### config.mk
export PLATFORM = sky130hd
export DESIGN_NAME = pcint_unit
export DESIGN_NICKNAME = d
export VERILOG_FILES = /design/src/rtl/pcint_pkg.sv /design/src/rtl/pcint_sync.sv /design/src/rtl/pcint_port_flag.sv /design/src/rtl/pcint_ext_src.sv /design/src/rtl/pcint_prio.sv /design/src/rtl/pcint_unit.sv
export SDC_FILE = /design/constraint.sdc
export NUM_CORES = 1
export LEC_CHECK = 0
export BUFFER_PORTS_ARGS = -buffer_cell sky130_fd_sc_hd__buf_2
export CORE_ASPECT_RATIO = 1.25
export CORE_UTILIZATION = 30
export CTS_CLUSTER_SIZE = 20
export DETAILED_ROUTE_END_ITERATION = 6
export GPL_ROUTABILITY_DRIVEN = 0
export HOLD_SLACK_MARGIN = 0.06
export PLACE_DENSITY = 0.6
export SYNTH_ARGS = -nofsm -noshare
export SYNTH_HDL_FRONTEND = slang
export SYNTH_HIERARCHICAL = 1
export SYNTH_SLANG_ARGS = --single-unit
### constraint.sdc
create_clock -name clk -period 1.5 [get_ports clk]
set_input_delay 0.3 -clock clk [delete_from_list [all_inputs] [get_ports clk]]
set_output_delay 0.3 -clock clk [all_outputs]
set_load 0.01 [all_outputs]
### src/rtl/pcint_pkg.sv
package pcint_pkg;
  typedef enum logic [1:0] {
    SENSE_LOW  = 2'b00,
    SENSE_ANY  = 2'b01,
    SENSE_FALL = 2'b10,
    SENSE_RISE = 2'b11
  } sense_e;

  localparam int NUM_SRC  = 5;
  localparam int NUM_PORT = 3;
  localparam int SRC_EXT0 = 0;
  localparam int SRC_EXT1 = 1;
  localparam int SRC_PORT = 2;
endpackage

### src/rtl/pcint_sync.sv
module pcint_sync #(
  parameter int W      = 23,
  parameter int STAGES = 2
) (
  input  logic         clk,
  input  logic         rst_n,
  input  logic [W-1:0] din,
  output logic [W-1:0] cur,
  output logic [W-1:0] prev
);
  logic [W-1:0] stage_q [STAGES];
  logic [W-1:0] prev_q;

  always_ff @(posedge clk or negedge rst_n) begin
    if (!rst_n) stage_q[0] <= '0;
    else        stage_q[0] <= din;
  end

  for (genvar k = 1; k < STAGES; k++) begin : g_stage
    always_ff @(posedge clk or negedge rst_n) begin
      if (!rst_n) stage_q[k] <= '0;
      else        stage_q[k] <= stage_q[k-1];
    end
  end

  always_ff @(posedge clk or negedge rst_n) begin
    if (!rst_n) prev_q <= '0;
    else        prev_q <= stage_q[STAGES-1];
  end

  assign cur  = stage_q[STAGES-1];
  assign prev = prev_q;
endmodule

### src/rtl/pcint_port_flag.sv
module pcint_port_flag #(
  parameter int W = 8
) (
  input  logic         clk,
  input  logic         rst_n,
  input  logic [W-1:0] cur,
  input  logic [W-1:0] prev,
  input  logic [W-1:0] mask,
  input  logic         clr,
  output logic         flag
);
  logic hit;
  logic flag_d, flag_q;

  always_comb begin
    hit    = |((cur ^ prev) & mask);
    flag_d = hit | (flag_q & ~clr);
  end

  always_ff @(posedge clk or negedge rst_n) begin
    if (!rst_n) flag_q <= 1'b0;
    else        flag_q <= flag_d;
  end

  assign flag = flag_q;
endmodule

### src/rtl/pcint_ext_src.sv
module pcint_ext_src
  import pcint_pkg::*;
(
  input  logic       clk,
  input  logic       rst_n,
  input  logic       cur,
  input  logic       prev,
  input  logic [1:0] sense,
  input  logic       en,
  input  logic       clr,
  input  logic       ack,
  output logic       flag,
  output logic       req
);
  logic hit;
  logic flag_d, flag_q;

  always_comb begin
    unique case (sense)
      SENSE_ANY:  hit = cur ^ prev;
      SENSE_FALL: hit = prev & ~cur;
      SENSE_RISE: hit = cur & ~prev;
      default:    hit = 1'b0;
    endcase
    flag_d = hit | (flag_q & ~(clr | ack));
  end

  always_ff @(posedge clk or negedge rst_n) begin
    if (!rst_n) flag_q <= 1'b0;
    else        flag_q <= flag_d;
  end

  always_comb begin
    if (sense == SENSE_LOW) req = en & ~cur;
    else                    req = en & flag_q;
  end

  assign flag = flag_q;
endmodule

### src/rtl/pcint_prio.sv
module pcint_prio #(
  parameter int N = 5
) (
  input  logic [N-1:0] req,
  output logic [N-1:0] grant
);
  logic found;

  always_comb begin
    grant = '0;
    found = 1'b0;
    for (int i = 0; i < N; i++) begin
      if (req[i] && !found) begin
        grant[i] = 1'b1;
        found    = 1'b1;
      end
    end
  end
endmodule

### src/rtl/pcint_unit.sv
module pcint_unit
  import pcint_pkg::*;
#(
  parameter int PB_W     = 8,
  parameter int PC_W     = 7,
  parameter int PD_W     = 8,
  parameter int EXT0_BIT = 2,
  parameter int EXT1_BIT = 3,
  parameter int SYNC_STG = 2
) (
  input  logic            clk,
  input  logic            rst_n,
  input  logic [PB_W-1:0] pin_b,
  input  logic [PC_W-1:0] pin_c,
  input  logic [PD_W-1:0] pin_d,
  input  logic [PB_W-1:0] mask_b,
  input  logic [PC_W-1:0] mask_c,
  input  logic [PD_W-1:0] mask_d,
  input  logic [2:0]      port_en,
  input  logic [1:0]      ext_en,
  input  logic [1:0]      ext0_sense,
  input  logic [1:0]      ext1_sense,
  input  logic            flag_clr_wr,
  input  logic [4:0]      flag_clr_data,
  input  logic [4:0]      vec_ack,
  output logic [4:0]      flags,
  output logic [4:0]      irq_req,
  output logic [4:0]      irq_grant
);
  localparam int NPIN  = PB_W + PC_W + PD_W;
  localparam int OFF_D = PB_W + PC_W;
  localparam int E0    = OFF_D + EXT0_BIT;
  localparam int E1    = OFF_D + EXT1_BIT;

  function automatic int port_w(input int p);
    case (p)
      0:       return PB_W;
      1:       return PC_W;
      default: return PD_W;
    endcase
  endfunction

  function automatic int port_off(input int p);
    case (p)
      0:       return 0;
      1:       return PB_W;
      default: return OFF_D;
    endcase
  endfunction

  logic [NPIN-1:0]    pins_raw, mask_all;
  logic [NPIN-1:0]    sync_cur, sync_prev;
  logic [NUM_SRC-1:0] clr_vec, flag_vec, req_vec;
  logic [1:0]         ext_sense [2];

  assign pins_raw     = {pin_d, pin_c, pin_b};
  assign mask_all     = {mask_d, mask_c, mask_b};
  assign clr_vec      = flag_clr_wr ? flag_clr_data : '0;
  assign ext_sense[0] = ext0_sense;
  assign ext_sense[1] = ext1_sense;

  pcint_sync #(.W(NPIN), .STAGES(SYNC_STG)) u_sync (
    .clk  (clk),
    .rst_n(rst_n),
    .din  (pins_raw),
    .cur  (sync_cur),
    .prev (sync_prev)
  );

  for (genvar p = 0; p < NUM_PORT; p++) begin : g_port
    localparam int W   = port_w(p);
    localparam int OFF = port_off(p);
    pcint_port_flag #(.W(W)) u_flag (
      .clk  (clk),
      .rst_n(rst_n),
      .cur  (sync_cur[OFF +: W]),
      .prev (sync_prev[OFF +: W]),
      .mask (mask_all[OFF +: W]),
      .clr  (clr_vec[SRC_PORT+p]),
      .flag (flag_vec[SRC_PORT+p])
    );
    assign req_vec[SRC_PORT+p] = port_en[p] & flag_vec[SRC_PORT+p];
  end

  for (genvar e = 0; e < 2; e++) begin : g_ext
    localparam int BIT = (e == 0) ? E0 : E1;
    pcint_ext_src u_ext (
      .clk  (clk),
      .rst_n(rst_n),
      .cur  (sync_cur[BIT]),
      .prev (sync_prev[BIT]),
      .sense(ext_sense[e]),
      .en   (ext_en[e]),
      .clr  (clr_vec[e]),
      .ack  (vec_ack[e]),
      .flag (flag_vec[e]),
      .req  (req_vec[e])
    );
  end

  pcint_prio #(.N(NUM_SRC)) u_prio (
    .req  (req_vec),
    .grant(irq_grant)
  );

  assign flags   = flag_vec;
  assign irq_req = req_vec;
endmodule

Word-level counts from Yosys, hierarchy flattened. Index checks and enable logic that the tools add are counted.

Input bits: 68. Memory bits (writable): 0. Memories: 0. Bits in latches: 0. Register bits after elaboration: 74. Memory bits (read-only): 0. Word-level logic and storage cells: 80. Output and inout port bits: 15.

Order comparisons: 0. Add/subtract/negate cells: 0. Bitwise operators: 40. Eq/ne operators: 6. Div/mod/pow operators: 0. Multipliers: 0. Multiplexer cells: 13. Shift-type cells: 0. Reductions and logical operators: 13.

Operators by type and width (count): 1-bit AND (16); 8-bit AND (2); 8-bit OR reduction (2); 8-bit XOR (2); 1-bit 2-to-1 mux (10); 1-bit inverter (9); 2-bit equality test, second input constant (4); 7-bit AND (1); 1-bit bitwise OR (7); 7-bit OR reduction (1); 7-bit XOR (1); 1-bit one-hot mux with 3 select lines (2); 5-bit 2-to-1 mux (1); 2-bit by 1-bit equality test with 1-bit output, second input constant (2); 1-bit logical AND (4); 1-bit zero test (4); 2-bit zero test (2); 1-bit XOR (2).

Logic depth before layout (Yosys ltp).
Depth after elaboration: 16. Gate-level depth with buffers: 5. Depth with buffers taken out: 4.

Hierarchy. The synthesis kept the hierarchy.

Modules (own cells, without submodules): pcint_sync (seq. area each 1726.7 sq um, cells each 92, area each 1899.3 sq um, instances 1); pcint_port_flag (g_port[0].u_flag ...) (seq. area each 25.0 sq um, cells each 15, area each 145.1 sq um, instances 2); pcint_ext_src (seq. area each 25.0 sq um, cells each 11, area each 111.4 sq um, instances 2); pcint_port_flag (g_port[1].u_flag) (seq. area each 25.0 sq um, cells each 14, area each 126.4 sq um, instances 1); pcint_prio (seq. area each 0.0 sq um, cells each 6, area each 55.1 sq um, instances 1); pcint_unit (seq. area each 0.0 sq um, cells each 8, area each 50.0 sq um, instances 1).

Least setup slack after synthesis. Ideal clock, no wire load.

Path type: flip-flop to output port. Start point: register u_sync.stage_q, in the netlist u_sync/cur[18]. End point: output port irq_grant[3]. Data required time: 1200 ps. Path slack: -44 ps. Data arrival time: 1244 ps. Stages on the path, launching flop included: 5. Path buffers: 1. Path through: dfrtp_1 > buf_4 > inv_1 > o311a_2 > nor4b_2.

Cells in the longest elaborated chain, start to end: 11.

Ends and longest elaborated chain: start: declaration (line pcint_sync.sv:11) `logic [W-1:0] stage_q [STAGES];`; start signal: indexed assignment (line pcint_sync.sv:22) `else stage_q[k] <= stage_q[k-1];`; 1-bit inverter * (line pcint_ext_src.sv:34) `if (sense == SENSE_LOW) req = en & ~cur;`; 1-bit AND * (line pcint_ext_src.sv:34); 1-bit 2-to-1 mux * (line pcint_ext_src.sv:34); named net irq_req[1] (line pcint_unit.sv:27) `output logic [4:0] irq_req,`; 1-bit logical AND * (line pcint_prio.sv:13) `if (req[i] && !found) begin`; 1-bit 2-to-1 mux * (line pcint_prio.sv:13); 1-bit zero test (line pcint_prio.sv:13); 1-bit logical AND (line pcint_prio.sv:13); 1-bit 2-to-1 mux * (line pcint_prio.sv:13); 1-bit zero test * (line pcint_prio.sv:13); 1-bit logical AND * (line pcint_prio.sv:13); 1-bit 2-to-1 mux * (line pcint_prio.sv:13); end: declaration (line pcint_unit.sv:28) `output logic [4:0] irq_grant`.

Mark *: on every way through the listed nets, which the timed path passes. The rest lies on a longest branch.

Final worst setup path.
Start point: register u_sync.stage_q, in the netlist u_sync/cur[17]. End point: output port irq_grant[4].

Cells in the longest elaborated chain, start to end: 16.

Ends and longest elaborated chain (line): 1-bit inverter * (pcint_ext_src.sv:34); 1-bit AND * (pcint_ext_src.sv:34); 1-bit 2-to-1 mux * (pcint_ext_src.sv:34); 1-bit 2-to-1 mux * (pcint_prio.sv:13); 1-bit zero test (pcint_prio.sv:13); 1-bit logical AND (pcint_prio.sv:13); 1-bit 2-to-1 mux * (pcint_prio.sv:13); 1-bit zero test (pcint_prio.sv:13); 1-bit logical AND (pcint_prio.sv:13); 1-bit 2-to-1 mux * (pcint_prio.sv:13); 1-bit zero test (pcint_prio.sv:13); 1-bit logical AND (pcint_prio.sv:13); 1-bit 2-to-1 mux * (pcint_prio.sv:13); 1-bit zero test * (pcint_prio.sv:13); 1-bit logical AND * (pcint_prio.sv:13); 1-bit 2-to-1 mux * (pcint_prio.sv:13).

Every way passes the cells marked *; elsewhere a longest branch is shown, timed or not.

==> insert_results.sql <==
INSERT INTO impl_metrics (metric_group, metric, value, unit) VALUES
('run_status', 'run_status', 'complete, but fails checks', ''),
('run_status', 'violations', 'negative setup slack', ''),
('setup_path', 'endpoint_of_the_worst_register_to_register_path', 'g_ext[1].u_ext/flag', ''),
('power', 'power_switching', '0.953', 'mW'),
('synthesis', 'ys_types', '22', ''),
('setup_path', 'worstPathCellList', 'inv_2 -> o311a_4 -> nor4_4 -> buf_2', ''),
('clocking', 'clkSlewWorstSetupHoldPaths', '70', 'ps'),
('setup_path', 'critical_path.reg2reg.startpoint', 'u_sync/cur[18]', ''),
('synthesis', 'post_synth_inst_count', '172', ''),
('grt', 'gr_overflow_total', '0', ''),
('grt', 'number_of_antenna_violations_at_the_first_check_in_global_routing', '0', ''),
('setup_path', 'worst-r2r-cell-count', '6', ''),
('setup_path', 'timing.critical_path.slowest_stage_cell', 'dfrtp_1', ''),
('synthesis', 'number_of_warnings_issued_by_yosys', '6', ''),
('layout', 'antenna_cells_inserted', '0', ''),
('setup_path', 'crit_path_end', 'irq_grant[4]', ''),
('synthesis', 'synth-seq-cells', '74', ''),
('synthesis', 'yosysSeqAreaShare', '0.700', ''),
('power', 'worst_ir_drop_vdd', '0.561', 'mV'),
('sta', 'finalCriticalPeriod', '1820', 'ps'),
('place', 'place_hpwl', '3.12', 'mm'),
('run', 'max_cap_viol_count', '0', ''),
('setup_path', 'timing.critical_path.required', '1200', 'ps'),
('route', 'via_count', '1576', ''),
('synthesis', 'postSynthNetCount', '244', ''),
('layout', 'layout.cells.most_common_list', 'buf_2 (77), dfrtp_1 (74), dlygate4sd3_1 (24), xor2_1 (23), buf_4 (13)', ''),
('sta', 'grt_setup_unrepaired', 'yes', ''),
('layout', 'synthToLayoutAreaGrowth', '36.0', '%'),
('floorplan', 'dieHeight', '107', 'µm'),
('floorplan', 'die_width', '86.0', 'µm'),
('power', 'internal-power', '2.95', 'mW'),
('synthesis', 'netlist.top_cell.by_area', 'dfrtp_1', ''),
('power', 'share_seq_of_total_power', '0.550', ''),
('clocking', 'cts_root_buffer', 'clkbuf_8', ''),
('clocking', 'cts_max_path_bufs', '2', ''),
('clocking', 'cts_tree', 'done', ''),
('power', 'leakage', '1.71', 'nW'),
('sta', 'final-setup-viol-count', '7', ''),
('route', 'via_per_inst', '3.97', ''),
('floorplan', 'core.rowCount', '37', ''),
('grt', 'first_global_vias', '1618', ''),
('power', 'power.share.switching', '0.244', ''),
('setup_path', 'critPathKind', 'flop to output port', ''),
('route', 'initialDrtViolationCount', '37', ''),
('layout', 'proportion_of_layout_cells_with_a_drive_suffix_above_1', '0.429', ''),
('setup_path', 'critical-path-max-stage-delay', '360', 'ps'),
('clocking', 'clock_latency', '340', 'ps'),
('power', 'pwr_density_cell', '1090', 'nW/µm²'),
('clocking', 'tritoncts.num_buffers', '9', ''),
('place', 'place.port_buffers', '79', ''),
('floorplan', 'fp.dieArea', '9190', 'µm²'),
('sta', 'fin_worst_setup_slack', '-318', 'ps'),
('layout', 'leading_cell_type_in_the_layout_fill_and_taps_excluded', 'buf_2', ''),
('sta', 'finalMaxSlewViolations', '0', ''),
('setup_path', 'setup.worst_path.start', 'u_sync/cur[17]', ''),
('worst_hold_path', 'worstHoldPathType', 'primary input to flop', ''),
('synthesis', 'postSynthAreaPerCell', '15.4', 'µm²'),
('power', 'share_of_power_burned_in_the_clock_network', '0.337', ''),
('place', 'detailedPlace.worstSlack', '-103', 'ps'),
('setup_path', 'worst-path-max-fanout', '5', ''),
('setup_path', 'reg2reg_slack', '40', 'ps'),
('setup_path', 'cp.arrival', '1520', 'ps'),
('sta', 'timing_limited_maximum_frequency', '550', 'MHz'),
('sta', 'slew-limit-headroom', '0.752', ''),
('route', 'drt.antenna.violating_nets', '0', ''),
('sta', 'final.hold.worst_slack', '184', 'ps'),
('grt', 'largest_net_degree_at_the_start_of_global_routing', '42', ''),
('route', 'routed_wire_length_per_instance', '11.1', 'µm'),
('power', 'combinational_fraction_of_design_power', '0.112', ''),
('layout', 'num-fill-cells', '771', ''),
('grt', 'track_usage', '0.109', '');
synth_stat cells:
cell type  count
dfrtp_1       74
buf_4         24
xor2_1        23
and2_1         8
nor3b_1        5
ha_1           4
inv_1          4
nor2b_1        4
a21oi_1        3
a22oi_1        3
a211o_1        2
a221oi_2       2
a222oi_1       2
a22o_1         2
mux2_1         2
nand3_1        2
o21bai_1       2
o311a_2        2
nand2b_1       1
nand4_1        1
nor4_2         1
nor4b_2        1
metrics by stage:
stage          cell area [µm²]  instances  setup TNS (ps)  total power, mW
2_1_floorplan             2680        172           -27.2             2.38
5_1_grt                   3590        397           -1950             4.11
6_report                  3590        397           -1560             3.90
4_1_cts                   3560        395           -1590             3.96
3_3_place_gp              3120        353            -147             2.55
3_5_place_dp              3120        353            -181             2.56
sequential cells by signal (all words and copies together) (netlist names):
signal,flops
g_port.u_flag/flag,3
g_ext.u_ext/flag,2
u_sync/prev,23
u_sync/cur,23
u_sync/stage_q,23
routing by layer:
metal  vias up  routed length [µm]  global-route usage  share of wire
li1        759                   -                   -              -
met1       747                1840               0.123           0.42
met2        57                2180               0.170           0.49
met3        13                 250              0.0339          0.056
met4         0                 155              0.0821          0.035
met5         -                   0                   0              0
worst min-delay path by stage:
stage,from,to,slack [ps],cells past startpoint
final,mask_d[3],g_port[2].u_flag/flag,180,3
after global routing,mask_d[3],g_port[2].u_flag/flag,180,3
after CTS,pin_c[1],u_sync/stage_q[32],60,1
after detailed placement,rst_n,u_sync/cur[16],210,1
after global placement,rst_n,u_sync/stage_q[43],210,1
after floorplan,rst_n,g_ext[0].u_ext/flag,4,0
timing repair:
item / 4_1_cts / 5_1_grt
setup buffers: 3 / 1
setup endpoints to repair: 8 / 8
endpoints found under the hold margin: 43 / 1
hold buffers: 23 / 1
pin swaps: 0 / 3
gates resized for setup: 5 / 3
power by group through the flow:
| stage | clock (mW) | sequential, mW | combinational [mW] |
|---|---|---|---|
| final | 1.32 | 2.15 | 0.438 |
| after global routing | 1.46 | 2.16 | 0.487 |
| after CTS | 1.38 | 2.15 | 0.431 |
| after detailed placement | 0 | 2.19 | 0.370 |
| after global placement | 0 | 2.18 | 0.365 |
| after floorplan | 0 | 2.18 | 0.209 |
layout make-up:
cell class	count	area, µm²	share of cell area
flip-flops and latches	74	1850	0.515
clock buffers	10	128	0.0355
well taps	117	146	0.0407
multi-input cells	70	658	0.183
repair buffers	116	754	0.210
inverters	4	15.0	0.00418
clock inverters	6	41.3	0.0115
worst max-delay path: cells and delay by family, from the launching register on:
kind / cells / cell delay, ps
and+or+nand+nor: 1 / 250
DFF: 1 / 360
buffers and inverters: 2 / 210
AOI/OAI and AO/OA: 1 / 360
cell families after synthesis:
kind of cell	share of synthesized area
AOI/OAI and AO/OA	0.0606
adders and majority gates	0.0189
muxes	0.00852
and+or+nand+nor	0.0615
buffers and inverters	0.0738
xor gates and xnor gates	0.0762
DFF	0.700
Power figures use the tool's default switching activity.
